`src/rtl/cgb_pkg.sv`:
```
package cgb_pkg;
   localparam int HALF_W = 16;
   localparam int BUS_W  = 2 * HALF_W;

   typedef logic [HALF_W-1:0] half_t;
   typedef logic [BUS_W-1:0]  word_t;

   // merge a write word into a stored half: mask in the upper half selects bits
   function automatic half_t masked_merge(half_t cur, word_t w);
      half_t m;
      m = w[BUS_W-1:HALF_W];
      return (cur & ~m) | (w[HALF_W-1:0] & m);
   endfunction
endpackage

```
`src/rtl/cgb_mask_reg.sv`:
```
module cgb_mask_reg
   import cgb_pkg::*;
(
   input  logic  clk,
   input  logic  rst_n,
   input  logic  we,
   input  word_t wdata,
   output half_t q
);
   always_ff @(posedge clk or negedge rst_n) begin
      if (!rst_n)  q <= '0;
      else if (we) q <= masked_merge(q, wdata);
   end
endmodule

```
`src/rtl/cgb_mon_pipe.sv`:
```
module cgb_mon_pipe #(
   parameter int WIDTH = 16,
   parameter int LAT   = 3
) (
   input  logic             clk,
   input  logic             rst_n,
   input  logic [WIDTH-1:0] d,
   output logic [WIDTH-1:0] q
);
   logic [LAT-1:0][WIDTH-1:0] stage;

   always_ff @(posedge clk or negedge rst_n) begin
      if (!rst_n) stage <= '0;
      else begin
         stage[0] <= d;
         for (int k = 1; k < LAT; k++) stage[k] <= stage[k-1];
      end
   end

   assign q = stage[LAT-1];
endmodule

```
`src/rtl/clk_gate_bank.sv`:
```
module clk_gate_bank
   import cgb_pkg::*;
#(
   parameter int ADDR_W       = 12,
   parameter int NUM_CLK_REGS = 2,
   parameter int NUM_RST_REGS = 2,
   parameter int CLK_BASE     = 'h000,
   parameter int RST_BASE     = 'h080,
   parameter int MON_OFFSET   = 'h180,
   parameter int MON_LAT      = 3
) (
   input  logic                           clk,
   input  logic                           rst_n,
   input  logic                           bus_wr_en,
   input  logic                           bus_rd_en,
   input  logic [ADDR_W-1:0]              bus_addr,
   input  logic [31:0]                    bus_wdata,
   output logic [31:0]                    bus_rdata,
   output logic [16*NUM_CLK_REGS-1:0]     clk_en_o,
   output logic [16*NUM_RST_REGS-1:0]     mod_rst_n_o
);
   localparam int CLK_END = CLK_BASE + 4 * NUM_CLK_REGS;
   localparam int RST_END = RST_BASE + 4 * NUM_RST_REGS;
   localparam int MON_BASE = CLK_BASE + MON_OFFSET;
   localparam int MON_END  = MON_BASE + 4 * NUM_CLK_REGS;

   // elaboration-time parameter checks
   if (MON_LAT < 1) begin : g_bad_lat
      $error("clk_gate_bank: MON_LAT must be at least 1");
   end
   if (NUM_CLK_REGS < 1 || NUM_RST_REGS < 1) begin : g_bad_cnt
      $error("clk_gate_bank: register counts must be at least 1");
   end
   if (!(CLK_END <= RST_BASE || RST_END <= CLK_BASE)) begin : g_bad_ovl
      $error("clk_gate_bank: clock and reset windows overlap");
   end
   if (!(RST_END <= MON_BASE || MON_END <= RST_BASE) || MON_OFFSET < 4 * NUM_CLK_REGS) begin : g_bad_mon
      $error("clk_gate_bank: status window collides with a control window");
   end
   if (MON_END > (1 << ADDR_W) || RST_END > (1 << ADDR_W)) begin : g_bad_aw
      $error("clk_gate_bank: ADDR_W too narrow for the map");
   end

   logic [NUM_CLK_REGS-1:0][HALF_W-1:0] clk_q;
   logic [NUM_CLK_REGS-1:0][HALF_W-1:0] mon_flat;
   logic [NUM_RST_REGS-1:0][HALF_W-1:0] rst_q;
   word_t rd_mux;

   for (genvar i = 0; i < NUM_CLK_REGS; i++) begin : g_clk
      logic hit;
      assign hit = bus_wr_en && (bus_addr == ADDR_W'(CLK_BASE + 4 * i));
      cgb_mask_reg u_reg (
         .clk   (clk),
         .rst_n (rst_n),
         .we    (hit),
         .wdata (bus_wdata),
         .q     (clk_q[i])
      );
      cgb_mon_pipe #(.WIDTH(HALF_W), .LAT(MON_LAT)) u_mon (
         .clk   (clk),
         .rst_n (rst_n),
         .d     (clk_q[i]),
         .q     (mon_flat[i])
      );
   end

   for (genvar j = 0; j < NUM_RST_REGS; j++) begin : g_rst
      logic hit;
      assign hit = bus_wr_en && (bus_addr == ADDR_W'(RST_BASE + 4 * j));
      cgb_mask_reg u_reg (
         .clk   (clk),
         .rst_n (rst_n),
         .we    (hit),
         .wdata (bus_wdata),
         .q     (rst_q[j])
      );
   end

   always_comb begin
      rd_mux = '0;
      for (int i = 0; i < NUM_CLK_REGS; i++) begin
         if (bus_addr == ADDR_W'(CLK_BASE + 4 * i)) rd_mux = rd_mux | {{HALF_W{1'b0}}, clk_q[i]};
         if (bus_addr == ADDR_W'(MON_BASE + 4 * i)) rd_mux = rd_mux | {{HALF_W{1'b0}}, mon_flat[i]};
      end
      for (int j = 0; j < NUM_RST_REGS; j++) begin
         if (bus_addr == ADDR_W'(RST_BASE + 4 * j)) rd_mux = rd_mux | {{HALF_W{1'b0}}, rst_q[j]};
      end
   end

   always_ff @(posedge clk or negedge rst_n) begin
      if (!rst_n)         bus_rdata <= '0;
      else if (bus_rd_en) bus_rdata <= rd_mux;
   end

   assign clk_en_o    = clk_q;
   assign mod_rst_n_o = rst_q;
endmodule

```
`config.mk`:
```
export PLATFORM = sky130hd
export DESIGN_NAME = clk_gate_bank
export DESIGN_NICKNAME = d
export VERILOG_FILES = /design/src/rtl/cgb_pkg.sv /design/src/rtl/cgb_mask_reg.sv /design/src/rtl/cgb_mon_pipe.sv /design/src/rtl/clk_gate_bank.sv
export SDC_FILE = /design/constraint.sdc
export NUM_CORES = 1
export LEC_CHECK = 0
export CAP_MARGIN = 20
export CELL_PAD_IN_SITES_DETAIL_PLACEMENT = 0
export CELL_PAD_IN_SITES_GLOBAL_PLACEMENT = 1
export CORE_MARGIN = 4
export CORE_UTILIZATION = 45
export DETAILED_ROUTE_END_ITERATION = 8
export DONT_BUFFER_PORTS = 1
export PLACE_DENSITY = 0.79
export SLEW_MARGIN = 5
export SYNTH_ARGS = -nofsm -noshare
export SYNTH_HDL_FRONTEND = slang
export SYNTH_SLANG_ARGS = --single-unit
```
`constraint.sdc`:
```
create_clock -name clk -period 1.25 [get_ports clk]
set_input_delay 0.0625 -clock clk [delete_from_list [all_inputs] [get_ports clk]]
set_output_delay 0.0625 -clock clk [all_outputs]
set_load 0.02 [all_outputs]
```
==> qor.json, run 1 <==
{
  "final_max_slew_viol_count": 0,
  "finClkSkew_ns": 0.00705,
  "run_status": "finished with violations",
  "row_count": 44,
  "drt_iter0_markers": 274,
  "regToRegSetupSlack_ns": -0.02,
  "yosysWarningCount": 0,
  "initial_antenna_violation_count": 0,
  "muxShareOfSynthArea": 0.149,
  "core-area_mm2": 0.0145,
  "compound_gate_fraction_of_synth_area": 0.0530,
  "critical_path.endpoint_type": "flop",
  "synthSimpleGateAreaFrac": 0.103,
  "post_synth.cell_area_avg_um2": 13.5,
  "worstSkewPairLatency_ns": 0.42,
  "setup.worst_path.start": "bus_addr[10]",
  "yosys.area.top_type_share": 0.657,
  "place_inst": 747,
  "timing.max_slew.rel_slack": 0.469,
  "largest_net_degree_at_the_start_of_global_routing": 177,
  "postLayoutCellArea_mm2": 0.00867,
  "failing_checks": "negative hold slack, negative setup slack",
  "hold_viol_final": 192,
  "final_antenna_net_count": 0,
  "dp_hpwl_um": 11400,
  "io-pin-count": 144,
  "synth.most_common_cell": "dfrtp_1",
  "design.final.nets": 669,
  "yosysTopAreaCell": "dfrtp_1",
  "synth_top_family_by_area": "multiplexers",
  "floorplan_die_area_mm2": 0.0169,
  "synthToLayoutAreaGrowth_pct": 29.5,
  "post_layout_instance_count_excluding_filler_cells": 819,
  "floorplan.die.width_um": 130,
  "cts_root_buffer": "clkbuf_16",
  "total_cts_buffers": 17,
  "synth_common_cells": "dfrtp_1, nand2_1, mux2_2",
  "buffer_ports.inserted": 0,
  "synth_cell_types": 41,
  "asyncSetResetFlopFracSynth": 1.00,
  "die_h_um": 130,
  "critPathArrivalTime_ns": 1.63,
  "drt-vias-per-instance": 5.48,
  "internal_power_mw": 9.17,
  "average_detailed_routed_wire_length_per_instance_um": 21.5,
  "cp_data_required_time_ns": 1.55,
  "pwr_density_cell_mw_per_mm2": 1340,
  "max_cap_violations": 0,
  "gr-usage-all-layers": 0.212,
  "post_synth_xor_area_fraction": 0,
  "detailed_route_drc_error_count": 0,
  "post-route-period-util": 1.06,
  "placedInstanceArea_mm2": 0.00751,
  "element_type_at_the_critical_path_start": "input pin",
  "synth.top_cells.by_area": "dfrtp_1, mux2_2, nand2_1",
  "synthesis.instances": 497,
  "path_type_of_the_worst_setup_path": "input pin to flop",
  "ys_dominant_reg_cell": "dfrtp_1",
  "syn_area_mm2": 0.00670,
  "hold_ws_ns": -0.665,
  "holdCritPathClass": "input pin to async pin",
  "start_util": 0.461,
  "synth-edff-count": 0,
  "rsz_0062_raised_after_global_routing": "true",
  "worstMarginPinSlew_ns": 0.794,
  "gr-total-overflow": 0,
  "relative_contribution_of_sequential_cells_to_total_power": 0.501,
  "worst_setup_hold_path_clk_slew_ns": 0.06,
  "final_period_minus_worst_setup_slack_ns": 1.33,
  "combinationalPowerShare": 0.035,
  "setup-violations-final": 46,
  "finalWeightedCongestion": 0.859,
  "vias": 4488,
  "clock_tree.buffer_depth": 2,
  "detail_route.wirelength_um": 17600,
  "worstRegToRegCells": 4,
  "cts_num_sinks": 176,
  "setup_slack_ns": -0.0808,
  "cts.htree.levels": 4,
  "cts_tree": "done",
  "power.share.clock": 0.464,
  "total_leakage_power_nw": 4.25,
  "cp_max_fo": 9,
  "regToRegEndpoint": "bus_rdata[12]$_DFFE_PN0P_",
  "synth-seq-cells": 176,
  "first_global_vias": 4754,
  "achievable-frequency_mhz": 751,
  "dr.pass1.iters": 4,
  "ir_worst_vdd_mv": 0.876,
  "switching_share": 0.210,
  "grt_pass1_wl_um": 26600,
  "drive_above_1_share": 0.358,
  "synth-adder-area-share": 0,
  "total_switching_power_mw": 2.45,
  "ys_seq_area_frac": 0.657
}
## per-stage QoR
stage | TNS [ns] | worst slack [ns] | total power [mW] | util
after global placement | -30.04 | -0.585 | 6.15 | 0.517
after global routing | -2.99 | -0.0968 | 11.9 | 0.597
after detailed placement | -32.55 | -0.549 | 6.16 | 0.517
after floorplan | -29.82 | -0.510 | 6.17 | -
after CTS | -0.927 | -0.0531 | 11.6 | 0.583
final | -1.56 | -0.0808 | 11.6 | 0.597
## placed cells by master (no fill, tap or decap), types with 4 or more instances in the layout
cell type,netlist,final
conb_1,1,16
dfrtp_1,176,176
nand2_1,68,53
a22oi_1,8,7
mux2_2,56,56
a22o_1,9,9
mux2i_1,14,14
buf_6,3,8
nor3_1,6,4
nor4_4,2,4
buf_4,17,83
nand3_1,18,17
nand2_2,0,14
nor2_1,19,19
mux2_4,0,13
clkbuf_16,0,17
nor4_1,8,7
or3_1,4,4
mux2_1,20,7
dlygate4sd3_1,0,34
a21oi_1,6,5
a31oi_1,12,12
clkbuf_1,10,4
## what timing repair did
| item | 4_1_cts | 5_1_grt |
|---|---|---|
| resized for setup | 11 | 33 |
| gates cloned | 0 | 1 |
| setup endpoints to repair | 40 | 59 |
| hold buffers | 30 | 5 |
| hold endpoints to repair | 256 | 214 |
| buffers inserted | 0 | 3 |
| pin swaps | 4 | 11 |
## metal layers
layer | routed length, um | up-vias | global-route usage
li1 | - | 1978 | -
met3 | 1180 | 45 | 0.0643
met5 | 0 | - | 0
met1 | 7230 | 2298 | 0.266
met4 | 558 | 0 | 0.0874
met2 | 8610 | 167 | 0.345
## how the worst max path moves through the flow
stage | endpoint | cells past startpoint | slack [ns]
final | flop | 6 | -0.08
after global placement | bus_rdata[14]$_DFFE_PN0P_ | 7 | -0.59
after detailed placement | bus_rdata[3]$_DFFE_PN0P_ | 7 | -0.55
after CTS | flop | 5 | -0.05
after global routing | flop | 6 | -0.1
after floorplan | flop | 6 | -0.51
## cells by family (layout without fill, tap and decap cells)
logic type	count (synthesis)	in the layout
other cells	1	17
simple gates	139	139
buf+inv	42	164
compound gates	49	49
flops	176	176
mux	90	90
## worst max-delay path, cell delays in order
cell	delay, ns
or4_4	0.59
nor4_4	0.29
buf_6	0.17
buf_8	0.14
nand3_1	0.10
mux2_2	0.29
## power groups by stage
| stage | Sequential [mW] | Clock (mW) | Combinational (mW) |
|---|---|---|---|
| after floorplan | 5.92 | 0 | 0.248 |
| after global routing | 5.83 | 5.68 | 0.434 |
| after CTS | 5.83 | 5.46 | 0.351 |
| after global placement | 5.93 | 0 | 0.223 |
| after detailed placement | 5.93 | 0 | 0.230 |
| final | 5.82 | 5.39 | 0.406 |
## cell type report
class / count / area [um2]
fill: 1141 / 5860
sequential: 176 / 4400
multi-input combinational: 294 / 2280
timing repair buffer: 130 / 1140
clock buffer: 23 / 468
tap: 184 / 230
clock inverter: 9 / 131
inverter: 2 / 7.51
antenna: 1 / 2.50
(Power assumes the default switching activity.)
==> run 2: changes to the inputs <==
- CORE_MARGIN: 4 -> 3
- HOLD_SLACK_MARGIN: not set -> 0.03
==> qor.json, run 2 (synthesis gave the netlist of run 1 again) <==
{
  "max_cap_violations": 0,
  "ir_worst_vdd_mv": 0.907,
  "finalWeightedCongestion": 0.808,
  "initial_antenna_violation_count": 0,
  "worstSkewPairLatency_ns": 0.43,
  "failing_checks": "negative hold slack, negative setup slack",
  "drt_iter0_markers": 332,
  "start_util": 0.472,
  "grt_pass1_wl_um": 27000,
  "first_global_vias": 4783,
  "cts_root_buffer": "clkbuf_16",
  "setup_slack_ns": -0.0903,
  "critPathArrivalTime_ns": 1.65,
  "setup-violations-final": 38,
  "setup.worst_path.start": "bus_addr[9]",
  "element_type_at_the_critical_path_start": "input pin",
  "die_h_um": 128,
  "mostFrequentLayoutCells": "dfrtp_1, buf_4, mux2_2",
  "gr-total-overflow": 0,
  "timing.max_slew.rel_slack": 0.486,
  "cp_max_fo": 10,
  "layout.cells.most_common": "dfrtp_1",
  "regToRegSetupSlack_ns": -0.02,
  "regToRegEndpoint": "bus_rdata[12]$_DFFE_PN0P_",
  "rsz_0062_raised_after_global_routing": "true",
  "drt-vias-per-instance": 5.53,
  "placedInstanceArea_mm2": 0.00751,
  "largest_net_degree_at_the_start_of_global_routing": 177,
  "buffer_ports.inserted": 0,
  "total_switching_power_mw": 2.52,
  "dp_hpwl_um": 11500,
  "switching_share": 0.210,
  "diodes": 0,
  "final_antenna_net_count": 0,
  "cp_slowest_cell": "or4_4",
  "holdCritPathClass": "input pin to async pin",
  "row_count": 43,
  "post-route-period-util": 1.07,
  "detail_route.wirelength_um": 17900,
  "place_inst": 745,
  "hold_viol_final": 196,
  "achievable-frequency_mhz": 746,
  "power.share.clock": 0.479,
  "crit_path_max_incr_delay_ns": 0.61,
  "gr-usage-all-layers": 0.221,
  "cp_data_required_time_ns": 1.56,
  "floorplan_die_area_mm2": 0.0164,
  "pwr_density_cell_mw_per_mm2": 1340,
  "worst_setup_hold_path_clk_slew_ns": 0.07,
  "combinationalPowerShare": 0.035,
  "final_period_minus_worst_setup_slack_ns": 1.34,
  "post_layout_instance_count_excluding_filler_cells": 821,
  "design.final.nets": 676,
  "floorplan.die.width_um": 128,
  "cts_num_sinks": 176,
  "average_detailed_routed_wire_length_per_instance_um": 21.8,
  "internal_power_mw": 9.47,
  "cts_tree": "done",
  "drive_above_1_share": 0.392,
  "path_type_of_the_worst_setup_path": "input pin to flop",
  "critical_path.cell_chain": "or4_4 > nor4_4 > buf_6 > nand3_1 > mux2_4",
  "relative_contribution_of_sequential_cells_to_total_power": 0.486,
  "dr.pass1.iters": 4,
  "total_cts_buffers": 17,
  "cts.htree.levels": 4,
  "total_leakage_power_nw": 4.50,
  "io-pin-count": 144,
  "clock_tree.buffer_depth": 2,
  "finClkSkew_ns": 0.00891,
  "final_max_slew_viol_count": 0,
  "hold_ws_ns": -0.669,
  "totalPowerFinal_mw": 12.0,
  "worstMarginPinSlew_ns": 0.768,
  "core-area_mm2": 0.0142,
  "detailed_route_drc_error_count": 0,
  "synthToLayoutAreaGrowth_pct": 33.1,
  "worstRegToRegCells": 4,
  "run_status": "finished with violations",
  "postLayoutCellArea_mm2": 0.00892,
  "vias": 4540,
  "critical_path.endpoint_type": "flop"
}
-- run 2: worst max-delay path: cells and delay by family --
kind,cells,cell delay [ns]
buffers and inverters,1,0.21
multiplexers,1,0.31
AND/OR/NAND/NOR,3,1.06
-- run 2: cell type report --
cell class | instances | area [um2]
Tap cell | 180 | 225
Inverter | 2 | 7.51
Fill cell | 1096 | 5290
Sequential cell | 176 | 4400
Timing Repair Buffer | 137 | 1220
Clock buffer | 18 | 429
Clock inverter | 14 | 214
Multi-Input combinational cell | 294 | 2420
-- run 2: metrics by stage --
stage	hold slack [ns]	util	TNS [ns]	setup slack, ns
6_report	-0.669	0.628	-1.40	-0.0903
5_1_grt	-0.693	0.628	-3.11	-0.128
4_1_cts	-0.695	0.605	-1.08	-0.0620
3_5_place_dp	-0.227	0.528	-34.26	-0.566
3_3_place_gp	-0.226	0.528	-31.48	-0.529
2_1_floorplan	-0.233	-	-29.82	-0.510
-- run 2: how the worst min path moves through the flow --
stage | startpoint | endpoint | slack, ns | cells past startpoint
2_1_floorplan | rst_n | async pin | -0.23 | 0
3_3_place_gp | rst_n | g_clk[0].u_mon.stage[21]$_DFF_PN0_ | -0.23 | 0
3_5_place_dp | rst_n | g_clk[0].u_mon.stage[21]$_DFF_PN0_ | -0.23 | 0
4_1_cts | rst_n | async pin | -0.69 | 0
5_1_grt | rst_n | async pin | -0.69 | 0
6_report | rst_n | g_clk[1].u_mon.stage[21]$_DFF_PN0_ | -0.67 | 0
-- run 2: per-layer routing --
layer | track usage | vias to the layer above | wire length [um]
met5 | 0 | - | 0
met1 | 0.278 | 2338 | 7090
met3 | 0.0621 | 31 | 1210
li1 | - | 1998 | -
met4 | 0.100 | 0 | 467
met2 | 0.358 | 173 | 9140
-- run 2: power groups by stage --
stage               combinational, mW  sequential (mW)  clock [mW]
detailed placement              0.224             5.93           0
global placement                0.219             5.93           0
finish                          0.421             5.82        5.74
global route                    0.451             5.82        6.06
floorplan                       0.248             5.92           0
CTS                             0.333             5.82        5.84
-- run 2: repair_timing --
action                     4_1_cts  5_1_grt
hold buffers                    25       12
gates cloned                     1        0
pin swaps                       13       11
setup buffers                    3        3
gates resized for setup         41       38
hold endpoints to repair       256      229
setup endpoints to repair       55       56
